===== src/rtl/sram_strobe_pkg.sv =====
package sram_strobe_pkg;

  typedef enum logic [2:0] {
    ST_IDLE,
    ST_W_TURN,
    ST_W_PULSE,
    ST_W_HOLD,
    ST_R_ACCESS,
    ST_R_TURN
  } seq_state_e;

  function automatic int unsigned ns_to_cyc(input int unsigned ns, input int unsigned per);
    int unsigned c;
    c = (ns + per - 1) / per;
    return (c < 1) ? 1 : c;
  endfunction

  function automatic int unsigned pulse_ns(input int unsigned grade);
    return (grade != 0) ? 50 : 40;
  endfunction

  function automatic int unsigned setup_ns(input int unsigned grade);
    return (grade != 0) ? 30 : 25;
  endfunction

  function automatic int unsigned access_ns(input int unsigned grade);
    return (grade != 0) ? 70 : 55;
  endfunction

  localparam int unsigned OFF_NS = 30;

endpackage


===== src/rtl/sram_phase_timer.sv =====
module sram_phase_timer #(
  parameter int unsigned CNT_W = 3
) (
  input  logic             clk_i,
  input  logic             rst_ni,
  input  logic             load_i,
  input  logic [CNT_W-1:0] load_val_i,
  output logic             done_o
);
  logic [CNT_W-1:0] cnt_q;

  always_ff @(posedge clk_i or negedge rst_ni) begin
    if (!rst_ni)               cnt_q <= '0;
    else if (load_i)           cnt_q <= load_val_i;
    else if (cnt_q != '0)      cnt_q <= cnt_q - 1'b1;
  end

  assign done_o = (cnt_q == '0);
endmodule


===== src/rtl/sram_seq_fsm.sv =====
module sram_seq_fsm
  import sram_strobe_pkg::*;
#(
  parameter int unsigned TA    = 2,
  parameter int unsigned WP    = 2,
  parameter int unsigned RD    = 3,
  parameter int unsigned CNT_W = 3
) (
  input  logic             clk_i,
  input  logic             rst_ni,
  input  logic             start_i,
  input  logic             start_we_i,
  input  logic             phase_done_i,
  output seq_state_e       state_o,
  output logic             load_o,
  output logic [CNT_W-1:0] load_val_o,
  output logic             capture_o
);
  localparam logic [CNT_W-1:0] TA_LD = CNT_W'(TA - 1);
  localparam logic [CNT_W-1:0] WP_LD = CNT_W'(WP - 1);
  localparam logic [CNT_W-1:0] RD_LD = CNT_W'(RD - 1);

  seq_state_e state_q, state_d;

  always_comb begin
    state_d    = state_q;
    load_o     = 1'b0;
    load_val_o = '0;
    capture_o  = 1'b0;
    unique case (state_q)
      ST_IDLE: if (start_i) begin
        load_o = 1'b1;
        if (start_we_i) begin
          state_d    = ST_W_TURN;
          load_val_o = TA_LD;
        end else begin
          state_d    = ST_R_ACCESS;
          load_val_o = RD_LD;
        end
      end
      ST_W_TURN: if (phase_done_i) begin
        state_d    = ST_W_PULSE;
        load_o     = 1'b1;
        load_val_o = WP_LD;
      end
      ST_W_PULSE: if (phase_done_i) begin
        state_d = ST_W_HOLD;
        load_o  = 1'b1;
      end
      ST_W_HOLD: if (phase_done_i) state_d = ST_IDLE;
      ST_R_ACCESS: if (phase_done_i) begin
        capture_o  = 1'b1;
        state_d    = ST_R_TURN;
        load_o     = 1'b1;
        load_val_o = TA_LD;
      end
      ST_R_TURN: if (phase_done_i) state_d = ST_IDLE;
      default: state_d = ST_IDLE;
    endcase
  end

  always_ff @(posedge clk_i or negedge rst_ni) begin
    if (!rst_ni) state_q <= ST_IDLE;
    else         state_q <= state_d;
  end

  assign state_o = state_q;
endmodule


===== src/rtl/sram_rd_capture.sv =====
module sram_rd_capture #(
  parameter int unsigned DATA_W = 8
) (
  input  logic              clk_i,
  input  logic              rst_ni,
  input  logic              capture_i,
  input  logic [DATA_W-1:0] dq_i,
  output logic [DATA_W-1:0] data_o,
  output logic              valid_o
);
  always_ff @(posedge clk_i or negedge rst_ni) begin
    if (!rst_ni) begin
      data_o  <= '0;
      valid_o <= 1'b0;
    end else begin
      valid_o <= capture_i;
      if (capture_i) data_o <= dq_i;
    end
  end
endmodule


===== src/rtl/sram_strobe_ctrl.sv =====
module sram_strobe_ctrl
  import sram_strobe_pkg::*;
#(
  parameter int unsigned ADDR_W       = 15,
  parameter int unsigned DATA_W       = 8,
  parameter int unsigned CLK_PERIOD_NS = 20,
  parameter int unsigned SPEED_GRADE  = 0
) (
  input  logic              clk_i,
  input  logic              rst_ni,
  input  logic              req_i,
  input  logic              req_we_i,
  input  logic [ADDR_W-1:0] req_addr_i,
  input  logic [DATA_W-1:0] req_wdata_i,
  output logic              ready_o,
  output logic [DATA_W-1:0] rd_data_o,
  output logic              rd_valid_o,
  output logic [ADDR_W-1:0] sram_addr_o,
  output logic              sram_ce_no,
  output logic              sram_we_no,
  output logic              sram_oe_no,
  output logic [DATA_W-1:0] sram_dq_o,
  output logic              sram_dq_oe_o,
  input  logic [DATA_W-1:0] sram_dq_i
);
  localparam int unsigned TA_CYC = ns_to_cyc(OFF_NS, CLK_PERIOD_NS);
  localparam int unsigned WP_NS  = (pulse_ns(SPEED_GRADE) > setup_ns(SPEED_GRADE)) ?
                                   pulse_ns(SPEED_GRADE) : setup_ns(SPEED_GRADE);
  localparam int unsigned WP_CYC = ns_to_cyc(WP_NS, CLK_PERIOD_NS);
  localparam int unsigned RD_CYC = ns_to_cyc(access_ns(SPEED_GRADE), CLK_PERIOD_NS);
  localparam int unsigned MAX_A  = (TA_CYC > WP_CYC) ? TA_CYC : WP_CYC;
  localparam int unsigned MAX_C  = (MAX_A > RD_CYC) ? MAX_A : RD_CYC;
  localparam int unsigned CNT_W  = (MAX_C < 2) ? 1 : $clog2(MAX_C);

  seq_state_e       state;
  logic             start, load, done, capture;
  logic [CNT_W-1:0] load_val;
  logic [ADDR_W-1:0] addr_q;
  logic [DATA_W-1:0] wdata_q;

  assign ready_o = (state == ST_IDLE);
  assign start   = req_i & ready_o;

  // address and data latch only on acceptance, i.e. while write enable is high
  always_ff @(posedge clk_i or negedge rst_ni) begin
    if (!rst_ni) begin
      addr_q  <= '0;
      wdata_q <= '0;
    end else if (start) begin
      addr_q  <= req_addr_i;
      wdata_q <= req_wdata_i;
    end
  end

  sram_seq_fsm #(
    .TA(TA_CYC), .WP(WP_CYC), .RD(RD_CYC), .CNT_W(CNT_W)
  ) i_fsm (
    .clk_i       (clk_i),
    .rst_ni      (rst_ni),
    .start_i     (start),
    .start_we_i  (req_we_i),
    .phase_done_i(done),
    .state_o     (state),
    .load_o      (load),
    .load_val_o  (load_val),
    .capture_o   (capture)
  );

  sram_phase_timer #(.CNT_W(CNT_W)) i_timer (
    .clk_i     (clk_i),
    .rst_ni    (rst_ni),
    .load_i    (load),
    .load_val_i(load_val),
    .done_o    (done)
  );

  sram_rd_capture #(.DATA_W(DATA_W)) i_cap (
    .clk_i    (clk_i),
    .rst_ni   (rst_ni),
    .capture_i(capture),
    .dq_i     (sram_dq_i),
    .data_o   (rd_data_o),
    .valid_o  (rd_valid_o)
  );

  assign sram_addr_o  = addr_q;
  assign sram_dq_o    = wdata_q;
  assign sram_ce_no   = (state == ST_IDLE);
  assign sram_we_no   = (state != ST_W_PULSE);
  assign sram_oe_no   = (state != ST_R_ACCESS);
  assign sram_dq_oe_o = (state == ST_W_PULSE) || (state == ST_W_HOLD);
endmodule


===== config.mk =====
export PLATFORM = sky130hd
export DESIGN_NAME = sram_strobe_ctrl
export DESIGN_NICKNAME = d
export VERILOG_FILES = /design/src/rtl/sram_strobe_pkg.sv /design/src/rtl/sram_phase_timer.sv /design/src/rtl/sram_seq_fsm.sv /design/src/rtl/sram_rd_capture.sv /design/src/rtl/sram_strobe_ctrl.sv
export SDC_FILE = /design/constraint.sdc
export NUM_CORES = 1
export LEC_CHECK = 0
export BUFFER_PORTS_ARGS = -buffer_cell sky130_fd_sc_hd__buf_2
export CAP_MARGIN = 20
export CORE_MARGIN = 5
export CORE_UTILIZATION = 50
export DETAILED_ROUTE_END_ITERATION = 6
export PLACE_DENSITY = 0.89
export SYNTH_ARGS = -nofsm -noshare
export SYNTH_HDL_FRONTEND = slang
export SYNTH_SLANG_ARGS = --single-unit

===== constraint.sdc =====
create_clock -name clk_i -period 2.5 [get_ports clk_i]
set_input_delay 0.5 -clock clk_i [delete_from_list [all_inputs] [get_ports clk_i]]
set_output_delay 0.5 -clock clk_i [all_outputs]
set_load 0.1 [all_outputs]

* Yosys cells after proc, flatten, opt, wreduce, memory -nomap -nowiden
Index checks and enable logic that the tools add are counted.
** Word-level totals
- Flip-flop bits (word level) :: 37
- Bits of input ports :: 35
** Operators by class
- $add $sub $neg :: 1
- Equal/unequal tests :: 12
- Muxes and demuxes :: 17
- Bitwise logic cells :: 1
- Reductions and logical operators :: 9
** Operators with widths (count)
- $mux 3 :: 6
- $pmux 3 s5 :: 1
- $mux 2 :: 4
- $eq 3x2->1 const B :: 2
- $eq 3x3->1 const B :: 2
- $ne 2x2->1 const B :: 3
- $reduce_and 5->1 :: 1
- $mux 1 :: 4
- $ne 2x1->1 const B :: 2
- $pmux 2 s2 :: 1
- $reduce_bool 2->1 :: 2
- $reduce_or 2->1 :: 2
- $eq 3x1->1 const B :: 1
- $logic_not 3->1 :: 1
- $ne 3x2->1 const B :: 1
- $ne 3x3->1 const B :: 1
- $reduce_or 3->1 :: 1
- $logic_not 2->1 :: 1
- $pmux 1 s2 :: 1
- $sub 2x1->2 const B :: 1
- $and 1x1->1 :: 1
- $logic_or 1x1->1 :: 1

* Longest topological paths before layout
Gate-level depths: netlist of the first run.
- Depth in word-level cells :: 5
- Gate-level depth with buffers :: 8
- Mapped depth without buffers :: 6

* Cells and area by module
Synthesis of the first run repeated with hierarchy kept, for this count alone.
** Unflattened totals
- Cell total of the unflattened synthesis :: 114
- Area total of the unflattened synthesis :: 1651.6 um^2
** Modules (own cells, without submodules)
- sram_strobe_ctrl :: instances 1, cells each 55, area each 913.4 um^2, sequential area each 575.6 um^2
- sram_rd_capture :: instances 1, cells each 18, area each 356.6 um^2, sequential area each 225.2 um^2
- sram_seq_fsm :: instances 1, cells each 29, area each 267.8 um^2, sequential area each 75.1 um^2
- sram_phase_timer :: instances 1, cells each 12, area each 113.9 um^2, sequential area each 50.0 um^2

* Least setup slack after synthesis of the first run
No wires, ideal clock.
- Kind :: register to register
- Start point :: register i_fsm.state_q[0], in the netlist i_fsm.state_o[0]
- End point :: register addr_q[0], in the netlist sram_addr_o[0]
- Arrival time :: 2615 ps
- Data required time :: 2374 ps
- Setup slack :: -241 ps
- Stages on the path, launching flop included :: 7
- Buffers on the path :: 3
- Cells stage by stage :: dfrtp_1 -> buf_6 -> nor3_2 -> and2_4 -> buf_8 -> buf_12 -> mux2_4
** Between the ends
- Word-level cells in the longest chain between the ends :: 2
** Ends and longest elaborated chain
- start: declaration :: RTL line sram_seq_fsm.sv:23 : seq_state_e state_q, state_d;
- start signal: assignment :: RTL line sram_seq_fsm.sv:64 : else state_q <= state_d;
- $logic_not 3->1 :: RTL line sram_strobe_ctrl.sv:41 : assign ready_o = (state == ST_IDLE);
- named net ready_o :: RTL line sram_strobe_ctrl.sv:15 : output logic ready_o,
- $and 1x1->1 :: RTL line sram_strobe_ctrl.sv:42 : assign start = req_i & ready_o;
- end signal: assignment :: RTL line sram_strobe_ctrl.sv:50 : addr_q <= req_addr_i;
- end: declaration :: RTL line sram_strobe_ctrl.sv:38 : logic [ADDR_W-1:0] addr_q;
The timed path passes the listed nets, and every way through them passes these cells.
A chain may end at the register's enable or synchronous reset.

* Worst setup path in the final report of the first run
- Start point :: register i_fsm.state_q[2], in the netlist i_fsm.state_o[2]
- End point :: output port sram_we_no
** Between the ends
- Word-level cells in the longest chain between the ends :: 1
** Ends and longest elaborated chain
- $ne 3x2->1 :: RTL line sram_strobe_ctrl.sv:89 : assign sram_we_no = (state != ST_W_PULSE);
- end: declaration :: RTL line sram_strobe_ctrl.sv:20 : output logic sram_we_no,
No other way between the ends.

==> flow_summary.toml, run 1 <==
[global_route]
use_met1_pct = 17.2
grtUsageMet2_pct = 24.3
grt_start_max_net_pins = 38
grt_use_total_pct = 14.8
grt.busiest_layer = "met2"
grt-ovfl-total = 0
grt_first_pass_wirelength_um = 4960
grt_pass1_vias = 1051
antenna_found_initial = 0
grt.met3_usage_pct = 6.57

[clock_tree]
cts_tree = "built"
htreeDepth = 2
cts_buffers = 5
clk_latency_ns = 0.33
clk_path_buf_depth = 2
cts-root-buf = "clkbuf_4"
clk_pin_slew_ns = 0.11
ctsHoldBuffers = 0
cts_setup_buffers = 0
cts_resized = 0
cts.sinks = 37

[critical_path]
critPathLaunchType = "flop"
crit_required_ns = 2.00
endpoint_kind = "output pin"
critPathMaxFanout = 12
worst-r2r-setup-slack_ns = 0.69
worstSetupPathType = "reg2out"
worstPathArrival_ns = 1.59

[yosys]
synth_common_cells = "37 x dfrtp_1, 20 x mux2_4, 12 x mux2_2"
yosys_warnings = 0
synth_ff_type = "dfrtp_1"
syn_area_sq_um = 1690
ys_types = 30
syn_inst = 113
synth.top_cell.area_share_pct = 54.7
yosysSeqAreaShare_pct = 54.7
yosysMostFrequentCell = "dfrtp_1"
synth_nets = 149
synth-edff-count = 0
synth_top_cell_by_area = "dfrtp_1"
ys_seq_elements = 37
synth.top_cells.by_area = "dfrtp_1 55%, mux2_4 18%, mux2_2 8.0%"
syn-mean-instance-area_sq_um = 15.0
async_flop_share_pct = 100

[timing]
finalCritPeriodShare_pct = 83.5
max-slew-margin-rel_pct = 48.0
hold_viol_final = 0
drv_slew = 0
max_freq_ghz = 0.479
finalCriticalPeriod_ns = 2.09
setup_viol = 0
rsz0062_at_grt = "false"
worst_pin_slew_ns = 0.779
clock_skew_ns = 0.0135
setup_tns_ns = 0
finalWorstSetupSlack_ns = 0.413

[placement]
dp_hpwl_um = 2540
port_buffers = 71
place_congestion = 0.796
place_ws_ns = 0.696
placed_cell_area_sq_um = 2010

[drt]
drtAntennaViolNets = 0
drcViolationCount = 0
firstDrtPassIters = 4
detail_route.wl_per_cell_um = 14.8
wl_um = 3390
vias = 1116
viasPerCell = 4.87
drt-initial-drc-count = 44

[hold_path]
worstHoldPathType = "in2async"

[finish]
area_growth_pct = 22.3
drive_gt1_share_pct = 62.3
diodes = 0
stdcell_area_sq_um = 2070
fillCellCount = 271
layout.nets = 218
utilization_pct = 62.5

[floorplan]
die-area_sq_um = 4650
pin_count = 72
start_util_pct = 51.1
die_w_um = 68.2
core-area_sq_um = 3310
core.rowCount = 21
die_h_um = 68.2

[run_status]
status = "finished clean"

[flow_run]
maxCapViolCount = 0
==> routing by layer <==
layer | share of wire [%] | routed length [um]
met4 | 1.4 | 48
met1 | 41 | 1400
met5 | 0 | 0
met3 | 11 | 362
met2 | 47 | 1580
==> path summary, 6_finish.rpt <==
| kind | startpoint | depth (start not counted) | to |
|---|---|---|---|
| setup / recovery | i_fsm.state_o[2]$_DFFE_PN0P_ | 3 | sram_we_no |
| hold / removal | rst_ni | 1 | sram_addr_o[12]$_DFFE_PN0N_ |
| setup reg to reg | i_timer.cnt_q[0]$_DFFE_PN0P_ | 4 | i_cap.data_o[2]$_DFFE_PN0P_ |
| hold reg to reg | i_cap.data_o[0]$_DFFE_PN0P_ | 1 | i_cap.data_o[0]$_DFFE_PN0P_ |
| max in group asynchronous | rst_ni | 1 | i_fsm.state_o[0]$_DFFE_PN0P_ |
| min in group clk_i | req_wdata_i[2] | 2 | sram_dq_o[2]$_DFFE_PN0N_ |
==> cells in the final DEF (no fill, tap or decap), drive strengths merged, types with 2 or more instances in the layout <==
cell	count
a21oi	2
nand2	3
mux2	32
nand3b	2
a211oi	2
buf	71
clkinv	2
clkbuf	6
o21ai	4
inv	4
nor2	4
nor2b	2
dfrtp	37
==> kinds of logic (layout without fill, tap and decap cells) <==
kind of cell	after synthesis	in the layout	synth area share, %
flops	37	37	54.7
mux	32	32	25.7
simple gates	18	18	6.80
buf+inv	13	83	7.17
compound gates	10	10	3.84
xor+xnor	2	2	1.03
fa+ha+maj	1	1	0.739
==> sequential cells by signal (all words and copies together) (netlist names) <==
signal	cells
sram_addr_o	15
i_cap.data_o	8
sram_dq_o	8
i_fsm.state_o	3
i_timer.cnt_q	2
i_cap.valid_o	1
==> final cells by class <==
| cell class | instances | area [sq um] | area share, % |
|---|---|---|---|
| clock buffers | 6 | 51.3 | 2.48 |
| clock inverters | 2 | 13.8 | 0.665 |
| inverters | 4 | 15.0 | 0.725 |
| multi-input cells | 63 | 652 | 31.5 |
| flip-flops and latches | 37 | 926 | 44.7 |
| well taps | 46 | 57.6 | 2.78 |
| repair buffers | 71 | 355 | 17.2 |
==> critical path: stages (launching register included) <==
cell     delay, ns
dfrtp_1       0.61
nor2_1        0.14
nand2_1       0.09
buf_2         0.43
==> stage by stage <==
stage | instances | hold WS (ns)
final | 229 | 0.227
after global routing | 229 | 0.272
after CTS | 229 | 0.242
after detailed placement | 221 | 0.489
after global placement | 221 | 0.485
after floorplan | 113 | 0.204
Power of run 1 is not shown: default switching activity piles up to over one toggle a cycle in this logic, so the estimate is an artifact.
==> run 2, diff against run 1 <==
Settings changed: CORE_UTILIZATION 50 to 47, PLACE_DENSITY 0.89 to 0.85.
Clock period 2.5 ns to 2 ns, I/O delays scaled along.
==> run 2 against run 1 <==
Register-to-register slack worse by 0.46 ns. Die area up 5.4%. Sequential cell count unchanged. Clock skew decreased by 0.0043 ns. Non-clock buffer count unchanged. Design area up 0.66%. First-iteration DRC count is 43% lower. Count of clock-buffer cells in the layout stayed put. Global-route usage is 1.8 points lower. Critical path depth decreased by 1. Final cell count unchanged. Highest routed layer unchanged.
==> flow_summary.toml, run 2 (synthesized netlist as in run 1, its figures left out) <==
[run_status]
status = "finished clean"

[timing]
rsz0062_at_grt = "false"
finalCriticalPeriod_ns = 1.89
clock_skew_ns = 0.00927
finalCritPeriodShare_pct = 94.5
drv_slew = 0
max_freq_ghz = 0.529
setup_tns_ns = 0
hold_viol_final = 0
max-slew-margin-rel_pct = 49.2
setup_viol = 0
worst_pin_slew_ns = 0.761

[clock_tree]
cts_tree = "built"
cts.sinks = 37
clk_latency_ns = 0.33
clk_pin_slew_ns = 0.11
clk_path_buf_depth = 2
cts-root-buf = "clkbuf_4"
cts_resized = 1
cts_buffers = 5
htreeDepth = 2
ctsHoldBuffers = 0
cts_setup_buffers = 0

[critical_path]
cpPeakStageDelay_ns = 0.53
worst-r2r-setup-slack_ns = 0.23
r2r.worst_path.cells = 4
crit_chain = "nor3_4 > clkbuf_4"
r2r_end = "i_cap.data_o[2]$_DFFE_PN0P_"
worstSetupPathType = "reg2out"
worstPathArrival_ns = 1.49
critPathMaxFanout = 12
critPathLaunchType = "flop"
critPathSlowestCell = "dfrtp_1"
endpoint_kind = "output pin"
crit_required_ns = 1.60
reg2reg_from = "i_timer.cnt_q[1]$_DFFE_PN0P_"

[global_route]
grt_use_total_pct = 13.0
grt_pass1_vias = 1075
grt_start_max_net_pins = 38
grt-ovfl-total = 0
grt_first_pass_wirelength_um = 5070
antenna_found_initial = 0

[finish]
drive_gt1_share_pct = 63.4
utilization_pct = 61.0
layout.nets = 218
diodes = 0
largest_register_ffs = 15
area_growth_pct = 23.1
fin_cells = 229
fillCellCount = 302
mostFrequentLayoutCell = "buf_2"
layout_common_cells = "67 x buf_2, 36 x dfrtp_1, 20 x mux2_4"

[drt]
wl_um = 3060
viasPerCell = 4.78
drt-initial-drc-count = 25
firstDrtPassIters = 4
detail_route.wl_per_cell_um = 13.4
drtAntennaViolNets = 0
drcViolationCount = 0
vias = 1095

[placement]
port_buffers = 71
place_congestion = 0.777
dpl.cell_count = 221
dp_hpwl_um = 2310

[floorplan]
die_h_um = 70.0
core-area_sq_um = 3420
start_util_pct = 49.6
die-area_sq_um = 4900
pin_count = 72
die_w_um = 70.0
core.rowCount = 21

[hold_path]
worstHoldPathType = "in2async"

[flow_run]
maxCapViolCount = 0
## run 2: final cells by class
| cell class | instances | area (sq um) | share of cell area, % |
|---|---|---|---|
| clock inverter | 2 | 13.8 | 0.660 |
| sequential | 37 | 927 | 44.5 |
| timing repair buffer | 71 | 365 | 17.5 |
| multi-input combinational | 63 | 654 | 31.4 |
| tap | 46 | 57.6 | 2.76 |
| clock buffer | 6 | 51.3 | 2.46 |
| inverter | 4 | 15.0 | 0.720 |
## run 2: worst max-delay path: cells and delay by family, from the launching register on
kind | cells | cell delay (ns)
flops | 1 | 0.53
buf+inv | 1 | 0.36
simple gates | 1 | 0.27
## run 2: per-layer routing
| layer | vias to the layer above | wire length [um] | global-route usage, % |
|---|---|---|---|
| met3 | 3 | 331 | 6.17 |
| met4 | 0 | 27 | 3.83 |
| met1 | 503 | 1320 | 15.5 |
| met2 | 55 | 1380 | 20.9 |
| met5 | - | 0 | 0 |
| li1 | 534 | - | - |
## run 2: worst max-delay path by stage
stage	end	slack (ns)	from	cells past startpoint
4_1_cts	ready_o	-0.005	i_fsm.state_o[2]$_DFFE_PN0P_	2
3_5_place_dp	i_cap.data_o[6]$_DFFE_PN0P_	0.21	i_timer.cnt_q[0]$_DFFE_PN0P_	4
3_3_place_gp	i_cap.data_o[7]$_DFFE_PN0P_	0.24	i_timer.cnt_q[0]$_DFFE_PN0P_	4
5_1_grt	ready_o	0.02	i_fsm.state_o[2]$_DFFE_PN0P_	2
6_report	ready_o	0.11	i_fsm.state_o[2]$_DFFE_PN0P_	2
2_1_floorplan	sram_addr_o[0]$_DFFE_PN0N_	-0.25	i_fsm.state_o[0]$_DFFE_PN0P_	6
## run 2: stage by stage
stage	setup slack (ns)	hold WS, ns	cell area [sq um]
global route	0.0189	0.177	2080
finish	0.109	0.132	2080
floorplan	-0.249	0.104	1700
CTS	-0.00508	0.136	2080
global placement	0.244	0.486	2010
detailed placement	0.211	0.486	2010
Power of run 2 is left out for the same reason.
